--- config.mk ---
export PLATFORM = sky130hd
export DESIGN_NAME = bridge_duty_ctrl
export DESIGN_NICKNAME = d
export VERILOG_FILES = /design/src/rtl/bdc_pkg.sv /design/src/rtl/bdc_clamp.sv /design/src/rtl/bdc_pi.sv /design/src/rtl/bdc_rdiv.sv /design/src/rtl/bridge_duty_ctrl.sv
export SDC_FILE = /design/constraint.sdc
export NUM_CORES = 2
export LEC_CHECK = 0
export ABC_AREA = 1
export BUFFER_PORTS_ARGS = -buffer_cell sky130_fd_sc_hd__buf_2
export CAP_MARGIN = 20
export CORE_AREA = 2 2 389 391
export CTS_CLUSTER_SIZE = 20
export DETAILED_ROUTE_END_ITERATION = 7
export DIE_AREA = 0 0 391 393
export SLEW_MARGIN = 25
export SYNTH_ARGS = -nofsm -noshare
export SYNTH_HDL_FRONTEND = slang
export SYNTH_SLANG_ARGS = --single-unit
--- constraint.sdc ---
create_clock -name clk -period 24.9 [get_ports clk]
set_input_delay 2.49 -clock clk [delete_from_list [all_inputs] [get_ports clk]]
set_output_delay 2.49 -clock clk [all_outputs]
set_load 0.02 [all_outputs]
--- src/rtl/bdc_pkg.sv ---
package bdc_pkg;

   typedef enum logic {
      ST_IDLE = 1'b0,
      ST_RUN  = 1'b1
   } bdc_state_e;

   localparam int BDC_PHASES = 2;

endpackage

--- src/rtl/bdc_clamp.sv ---
module bdc_clamp #(
   parameter int IW = 16,
   parameter int OW = 16
) (
   input  logic signed [IW-1:0] v,
   input  logic signed [IW-1:0] lo,
   input  logic signed [IW-1:0] hi,
   output logic signed [OW-1:0] y
);

   if (OW > IW) begin : g_chk
      $error("bdc_clamp: OW must not exceed IW");
   end

   logic signed [IW-1:0] sel;

   always_comb begin
      if (v > hi)
         sel = hi;
      else if (v < lo)
         sel = lo;
      else
         sel = v;
      y = OW'(sel);
   end

endmodule

--- src/rtl/bdc_pi.sv ---
module bdc_pi #(
   parameter int EW    = 17,
   parameter int GW    = 16,
   parameter int AW    = 24,
   parameter int GF    = 8,
   parameter bit USE_P = 1'b1
) (
   input  logic                 clk,
   input  logic                 rst_n,
   input  logic                 upd,
   input  logic signed [EW-1:0] err,
   input  logic        [GW-1:0] kp,
   input  logic        [GW-1:0] ki,
   input  logic signed [AW-1:0] lo,
   input  logic signed [AW-1:0] hi,
   output logic signed [AW-1:0] u
);

   localparam int PW = EW + GW + 1;
   localparam int SW = PW + 1;
   localparam logic signed [SW-1:0] U_HI = (SW'(1) <<< (AW - 1)) - SW'(1);
   localparam logic signed [SW-1:0] U_LO = -U_HI;

   if (SW <= AW) begin : g_chk
      $error("bdc_pi: product width must exceed accumulator width");
   end

   logic signed [AW-1:0] integ;
   logic signed [AW-1:0] integ_nx;
   logic signed [PW-1:0] i_prod;
   logic signed [SW-1:0] i_sum;
   logic signed [SW-1:0] lo_w;
   logic signed [SW-1:0] hi_w;
   logic signed [SW-1:0] p_term;
   logic signed [SW-1:0] u_raw;

   assign i_prod = err * $signed({1'b0, ki});
   assign i_sum  = {{(SW-AW){integ[AW-1]}}, integ} + SW'(i_prod >>> GF);
   assign lo_w   = {{(SW-AW){lo[AW-1]}}, lo};
   assign hi_w   = {{(SW-AW){hi[AW-1]}}, hi};

   bdc_clamp #(.IW(SW), .OW(AW)) u_int_lim (
      .v  (i_sum),
      .lo (lo_w),
      .hi (hi_w),
      .y  (integ_nx)
   );

   if (USE_P) begin : g_prop
      logic signed [PW-1:0] p_prod;
      assign p_prod = err * $signed({1'b0, kp});
      assign p_term = SW'(p_prod >>> GF);
   end else begin : g_noprop
      assign p_term = '0;
   end

   assign u_raw = {{(SW-AW){integ_nx[AW-1]}}, integ_nx} + p_term;

   bdc_clamp #(.IW(SW), .OW(AW)) u_out_lim (
      .v  (u_raw),
      .lo (U_LO),
      .hi (U_HI),
      .y  (u)
   );

   always_ff @(posedge clk) begin
      if (!rst_n)
         integ <= '0;
      else if (upd)
         integ <= integ_nx;
   end

endmodule

--- src/rtl/bdc_rdiv.sv ---
module bdc_rdiv #(
   parameter int NW = 36,
   parameter int DW = 16
) (
   input  logic          clk,
   input  logic          rst_n,
   input  logic          start,
   input  logic [NW-1:0] num,
   input  logic [DW-1:0] den,
   output logic [NW-1:0] quo,
   output logic          fin
);

   localparam int CW = $clog2(NW + 1);

   logic [DW-1:0] rem;
   logic [DW-1:0] den_q;
   logic [DW:0]   trial;
   logic          ge;
   logic [CW-1:0] cnt;

   assign trial = {rem, quo[NW-1]};
   assign ge    = trial >= {1'b0, den_q};

   always_ff @(posedge clk) begin
      if (!rst_n) begin
         rem   <= '0;
         den_q <= '0;
         quo   <= '0;
         cnt   <= '0;
         fin   <= 1'b0;
      end else begin
         fin <= 1'b0;
         if (start) begin
            rem   <= '0;
            den_q <= den;
            quo   <= num;
            cnt   <= CW'(NW);
         end else if (cnt != '0) begin
            rem <= ge ? DW'(trial - {1'b0, den_q}) : DW'(trial);
            quo <= {quo[NW-2:0], ge};
            cnt <= cnt - 1'b1;
            fin <= (cnt == CW'(1));
         end
      end
   end

endmodule

--- src/rtl/bridge_duty_ctrl.sv ---
module bridge_duty_ctrl
   import bdc_pkg::*;
#(
   parameter int W        = 16,
   parameter int AW       = 24,
   parameter int FRAC     = 12,
   parameter int GF       = 8,
   parameter int DUTY_W   = 8,
   parameter int DMAX_PCT = 95,
   parameter bit V_PROP   = 1'b1,
   parameter bit I_PROP   = 1'b1
) (
   input  logic                clk,
   input  logic                rst_n,
   input  logic                smp_vld,
   input  logic signed [W-1:0] v_meas,
   input  logic signed [W-1:0] v_set,
   input  logic signed [W-1:0] v_line,
   input  logic signed [W-1:0] i_dc,
   input  logic [W-1:0]        v_kp,
   input  logic [W-1:0]        v_ki,
   input  logic [W-1:0]        i_kp,
   input  logic [W-1:0]        i_ki,
   input  logic signed [AW-1:0] v_int_lo,
   input  logic signed [AW-1:0] v_int_hi,
   input  logic signed [AW-1:0] i_int_lo,
   input  logic signed [AW-1:0] i_int_hi,
   input  logic [W-1:0]        corr_lim,
   input  logic signed [W-1:0] line_lo,
   input  logic signed [W-1:0] line_hi,
   output logic [DUTY_W-1:0]   duty_a,
   output logic [DUTY_W-1:0]   duty_b,
   output logic                done,
   output logic                trip
);

   localparam int EW   = W + 1;
   localparam int NW   = AW + FRAC;
   localparam int XW   = FRAC + 2;
   localparam int DXW  = AW + 1;
   localparam int ONE  = 1 << FRAC;
   localparam int DMAX = (ONE * DMAX_PCT) / 100;
   localparam int FS   = (1 << DUTY_W) - 1;
   localparam int PRW  = FRAC + DUTY_W + 1;

   if (AW <= W + 1) begin : g_chk_aw
      $error("bridge_duty_ctrl: AW must exceed W+1");
   end
   if (XW >= AW) begin : g_chk_frac
      $error("bridge_duty_ctrl: FRAC too large for AW");
   end
   if (DMAX_PCT < 1 || DMAX_PCT > 100) begin : g_chk_pct
      $error("bridge_duty_ctrl: DMAX_PCT out of range");
   end

   bdc_state_e st;
   logic start;
   logic line_bad;
   logic signed [EW-1:0] err_v;
   logic signed [EW-1:0] err_i;
   logic signed [AW-1:0] u_v;
   logic signed [AW-1:0] u_i;
   logic signed [AW-1:0] c_hi;
   logic signed [AW-1:0] c_lo;
   logic signed [AW-1:0] corr_nx;
   logic [AW-1:0]        u_abs;
   logic [W-1:0]         den;
   logic [NW-1:0]        quo;
   logic                 div_fin;
   logic                 neg_q;
   logic                 bad_q;
   logic signed [AW-1:0] corr_q;
   logic [FRAC:0]        q_mag;
   logic signed [XW-1:0] x_n;
   logic signed [XW:0]   b_sum;
   logic signed [XW:0]   base;
   logic [DUTY_W-1:0]    duty_nx [BDC_PHASES];

   assign start    = smp_vld && (st == ST_IDLE);
   assign line_bad = (v_line <= 0) || (v_line < line_lo) || (v_line > line_hi);
   assign err_v    = {v_set[W-1], v_set} - {v_meas[W-1], v_meas};
   assign err_i    = -{i_dc[W-1], i_dc};

   bdc_pi #(.EW(EW), .GW(W), .AW(AW), .GF(GF), .USE_P(V_PROP)) u_vloop (
      .clk   (clk),
      .rst_n (rst_n),
      .upd   (start && !line_bad),
      .err   (err_v),
      .kp    (v_kp),
      .ki    (v_ki),
      .lo    (v_int_lo),
      .hi    (v_int_hi),
      .u     (u_v)
   );

   bdc_pi #(.EW(EW), .GW(W), .AW(AW), .GF(GF), .USE_P(I_PROP)) u_iloop (
      .clk   (clk),
      .rst_n (rst_n),
      .upd   (start && !line_bad),
      .err   (err_i),
      .kp    (i_kp),
      .ki    (i_ki),
      .lo    (i_int_lo),
      .hi    (i_int_hi),
      .u     (u_i)
   );

   assign c_hi = {{(AW-W){1'b0}}, corr_lim};
   assign c_lo = -c_hi;

   bdc_clamp #(.IW(AW), .OW(AW)) u_corr_lim (
      .v  (u_i),
      .lo (c_lo),
      .hi (c_hi),
      .y  (corr_nx)
   );

   assign u_abs = u_v[AW-1] ? -u_v : u_v;
   assign den   = line_bad ? W'(1) : v_line;

   bdc_rdiv #(.NW(NW), .DW(W)) u_div (
      .clk   (clk),
      .rst_n (rst_n),
      .start (start),
      .num   ({u_abs, {FRAC{1'b0}}}),
      .den   (den),
      .quo   (quo),
      .fin   (div_fin)
   );

   assign q_mag = (quo > NW'(ONE)) ? (FRAC+1)'(ONE) : quo[FRAC:0];
   assign x_n   = neg_q ? -$signed({1'b0, q_mag}) : $signed({1'b0, q_mag});
   assign b_sum = (XW+1)'(x_n) + (XW+1)'(ONE);
   assign base  = b_sum >>> 1;

   for (genvar p = 0; p < BDC_PHASES; p++) begin : g_phase
      logic signed [DXW-1:0] d_raw;
      logic signed [FRAC+1:0] d_c;
      logic [FRAC:0]          d_u;
      logic [PRW-1:0]         prod;

      if (p == 0) begin : g_add
         assign d_raw = DXW'(base) + DXW'(corr_q);
      end else begin : g_sub
         assign d_raw = DXW'(base) - DXW'(corr_q);
      end

      bdc_clamp #(.IW(DXW), .OW(FRAC+2)) u_dlim (
         .v  (d_raw),
         .lo (DXW'(0)),
         .hi (DXW'(DMAX)),
         .y  (d_c)
      );

      assign d_u        = d_c[FRAC:0];
      assign prod       = PRW'(d_u) * PRW'(FS);
      assign duty_nx[p] = DUTY_W'(prod >> FRAC);
   end

   always_ff @(posedge clk) begin
      if (!rst_n) begin
         st     <= ST_IDLE;
         done   <= 1'b0;
         trip   <= 1'b1;
         duty_a <= '0;
         duty_b <= '0;
         neg_q  <= 1'b0;
         bad_q  <= 1'b1;
         corr_q <= '0;
      end else begin
         done <= 1'b0;
         case (st)
            ST_IDLE: begin
               if (start) begin
                  st     <= ST_RUN;
                  neg_q  <= u_v[AW-1];
                  bad_q  <= line_bad;
                  corr_q <= corr_nx;
               end
            end
            ST_RUN: begin
               if (div_fin) begin
                  st     <= ST_IDLE;
                  done   <= 1'b1;
                  trip   <= bad_q;
                  duty_a <= bad_q ? '0 : duty_nx[0];
                  duty_b <= bad_q ? '0 : duty_nx[1];
               end
            end
            default: st <= ST_IDLE;
         endcase
      end
   end

endmodule

==> results.py <==
metrics = {
    "clocking": {
        "cts_buffers": 17,
        "cts_tree": "done",
        "ctsResizeCount": 0,
        "post-cts-setup-buffers": 0,
        "htreeDepth": 4,
        "clkLatencyLatePin_ns": 0.51,
        "ctsLongestPathBuffers": 2,
        "cts.sinks": 168,
        "clock-root-buffer": "clkbuf_16",
        "clk_pin_slew_worst_paths_ns": 0.07,
        "holdBufCountCts": 0,
    },
    "sta": {
        "hold_violations": 0,
        "skew_ns": 0.0153,
        "fin_crit_ns": 22.21,
        "drv_slew": 0,
        "slew-limit-headroom": 0.242,
        "finalCritPeriodShare": 0.892,
        "rsz0062_at_grt": "false",
        "setup_violations": 0,
        "max_freq_mhz": 45.0,
        "fin_tns_setup_ns": 0,
        "worstMarginPinSlew_ns": 1.13,
    },
    "outcome": {
        "status": "complete, no violations",
    },
    "detailed_routing": {
        "drtIter0Drc": 3507,
        "vias": 56242,
        "post-route-drc-count": 0,
        "wirelength_mm": 201,
        "routed_via_density": 5.20,
        "detail_route.wl_per_cell_um": 18.5,
        "drt_pass1_iterations": 6,
        "drtAntennaViolNets": 0,
    },
    "cells_and_area": {
        "layout-drive-gt1-share": 0.0482,
        "register_area_um2": 3360,
        "syn_to_final_growth_pct": 5.84,
        "multi_input_area_um2": 54300,
        "final_cell_mix": "2169 x inv_1, 1505 x nand2_1, 1224 x fa_1",
        "n_fill_cell": 14959,
        "final_common_cell": "inv_1",
        "final_nets": 11141,
    },
    "floorplanning": {
        "io-pin-count": 293,
        "fp.dieW_um": 391,
        "die_area_um2": 154000,
        "core-area_um2": 149000,
        "row_count": 142,
        "initial_core_util": 0.448,
        "fp.dieH_um": 393,
    },
    "worst_setup_path": {
        "critPathCaptureType": "register",
        "cp_common_cell": "nand2_1",
        "worstSetupPathType": "input port to register",
        "critical_path_arrival_ns": 22.60,
        "crit_required_ns": 25.29,
        "worstSetupStartpointType": "input port",
        "cpPeakStageDelay_ns": 0.85,
        "regToRegSetupSlack_ns": 11.38,
        "crit_slowest_cell": "clkinv_1",
        "crit_fanout": 30,
    },
    "grt": {
        "grt_max_degree": 66,
        "grt_overflow": 0,
        "grt_use_total": 0.268,
        "grt_pass1_wl_mm": 322,
        "antenna_found_initial": 15,
        "grt_pass1_vias": 58923,
    },
    "synth": {
        "synth_edf_count": 0,
        "ys_ff_latch": 168,
        "yosysSeqAreaShare": 0.0503,
        "synth_warnings": 0,
        "synth_ff_type": "dfxtp_1",
        "ys_types": 69,
        "synth.avg_cell_area_um2": 7.64,
        "syn-cell-area_um2": 66900,
        "netlist_instances": 8753,
        "async_flop_share": 0,
    },
    "place": {
        "place_congestion": 0.928,
        "hpwl_mm": 171,
        "io_buffers": 292,
    },
    "flow_run": {
        "max-cap-violations": 0,
    },
    "hold_path": {
        "hp-class": "register to register",
    },
}
## state kept, by name, indices dropped and copies added (netlist names)
name           flops
u_vloop.integ     24
done               1
u_div.den_q       16
duty_a             8
corr_q            24
u_iloop.integ     24
u_div.rem         16
duty_b             8
neg_q              1
u_div.quo         36
trip               1
st                 1
u_div.cnt          6
bad_q              1
u_div.fin          1
## cell families (layout without fill, tap and decap cells)
group / after synthesis / count (layout) / synth area share
xor gates and xnor gates: 310 / 310 / 0.0409
DFF: 168 / 168 / 0.0503
adders and majority gates: 2007 / 2007 / 0.513
buffers and inverters: 2465 / 2570 / 0.139
AOI/OAI and AO/OA: 1029 / 1029 / 0.0888
other: 1 / 20 / 0.0000561
and+or+nand+nor: 2773 / 2773 / 0.168
## through the flow
stage	instances	setup slack (ns)	instance area [µm²]	util	hold WS [ns]
after floorplan	8766	7.55	66900	-	0.422
after global placement	10783	2.38	70100	0.470	0.434
after detailed placement	10783	2.34	70100	0.470	0.442
after CTS	10814	2.85	70700	0.474	0.456
after global routing	10819	1.19	70800	0.474	0.482
final	10821	2.69	70800	0.474	0.453
## cell usage after synthesis (all sizes together), types with 55 or more instances
cell	instances	area share
o21ai	327	0.025
nand2	1513	0.085
xnor2	100	0.013
fa	1224	0.37
dfxtp	168	0.050
clkbuf	223	0.013
ha	783	0.15
xor2	210	0.028
nor2	821	0.046
nand4	79	0.0075
a21oi	414	0.031
nand3	232	0.018
nor3	55	0.0041
inv	2174	0.12
## path summary, 6_finish.rpt
| check | startpoint | to | cells after the start |
|---|---|---|---|
| worst max register to register | u_iloop.integ[0] | corr_q[5] | 68 |
| worst max-delay path | i_dc[0] | corr_q[5] | 89 |
| worst min-delay path | duty_a[6] | duty_a[6] | 2 |
| worst min register to register | duty_a[6] | duty_a[6] | 2 |
## area by class of cell
| type | instances | area share |
|---|---|---|
| inverters | 2206 | 0.117 |
| flip-flops and latches | 168 | 0.0475 |
| clock inverters | 13 | 0.00232 |
| diodes | 6 | 0.000212 |
| multi-input cells | 6133 | 0.767 |
| clock buffers | 18 | 0.00621 |
| well taps | 1944 | 0.0344 |
| repair buffers | 333 | 0.0250 |
## metal layers
metal,up-vias,part of all wire,global-route usage
li1,26679,-,-
met1,27663,0.44,0.352
met2,1599,0.47,0.455
met3,289,0.060,0.0411
met4,12,0.034,0.0840
met5,-,0.00041,0
## worst max-delay path, delay by kind of cell
kind	cells	cell delay (ns)
compound gates	27	6.73
buf+inv	15	3.77
simple gates	33	4.56
fa+ha+maj	12	4.64
xor+xnor	2	0.31
Power is not shown: default switching activity piles up to over one toggle a cycle in this logic, so the estimate is an artifact.
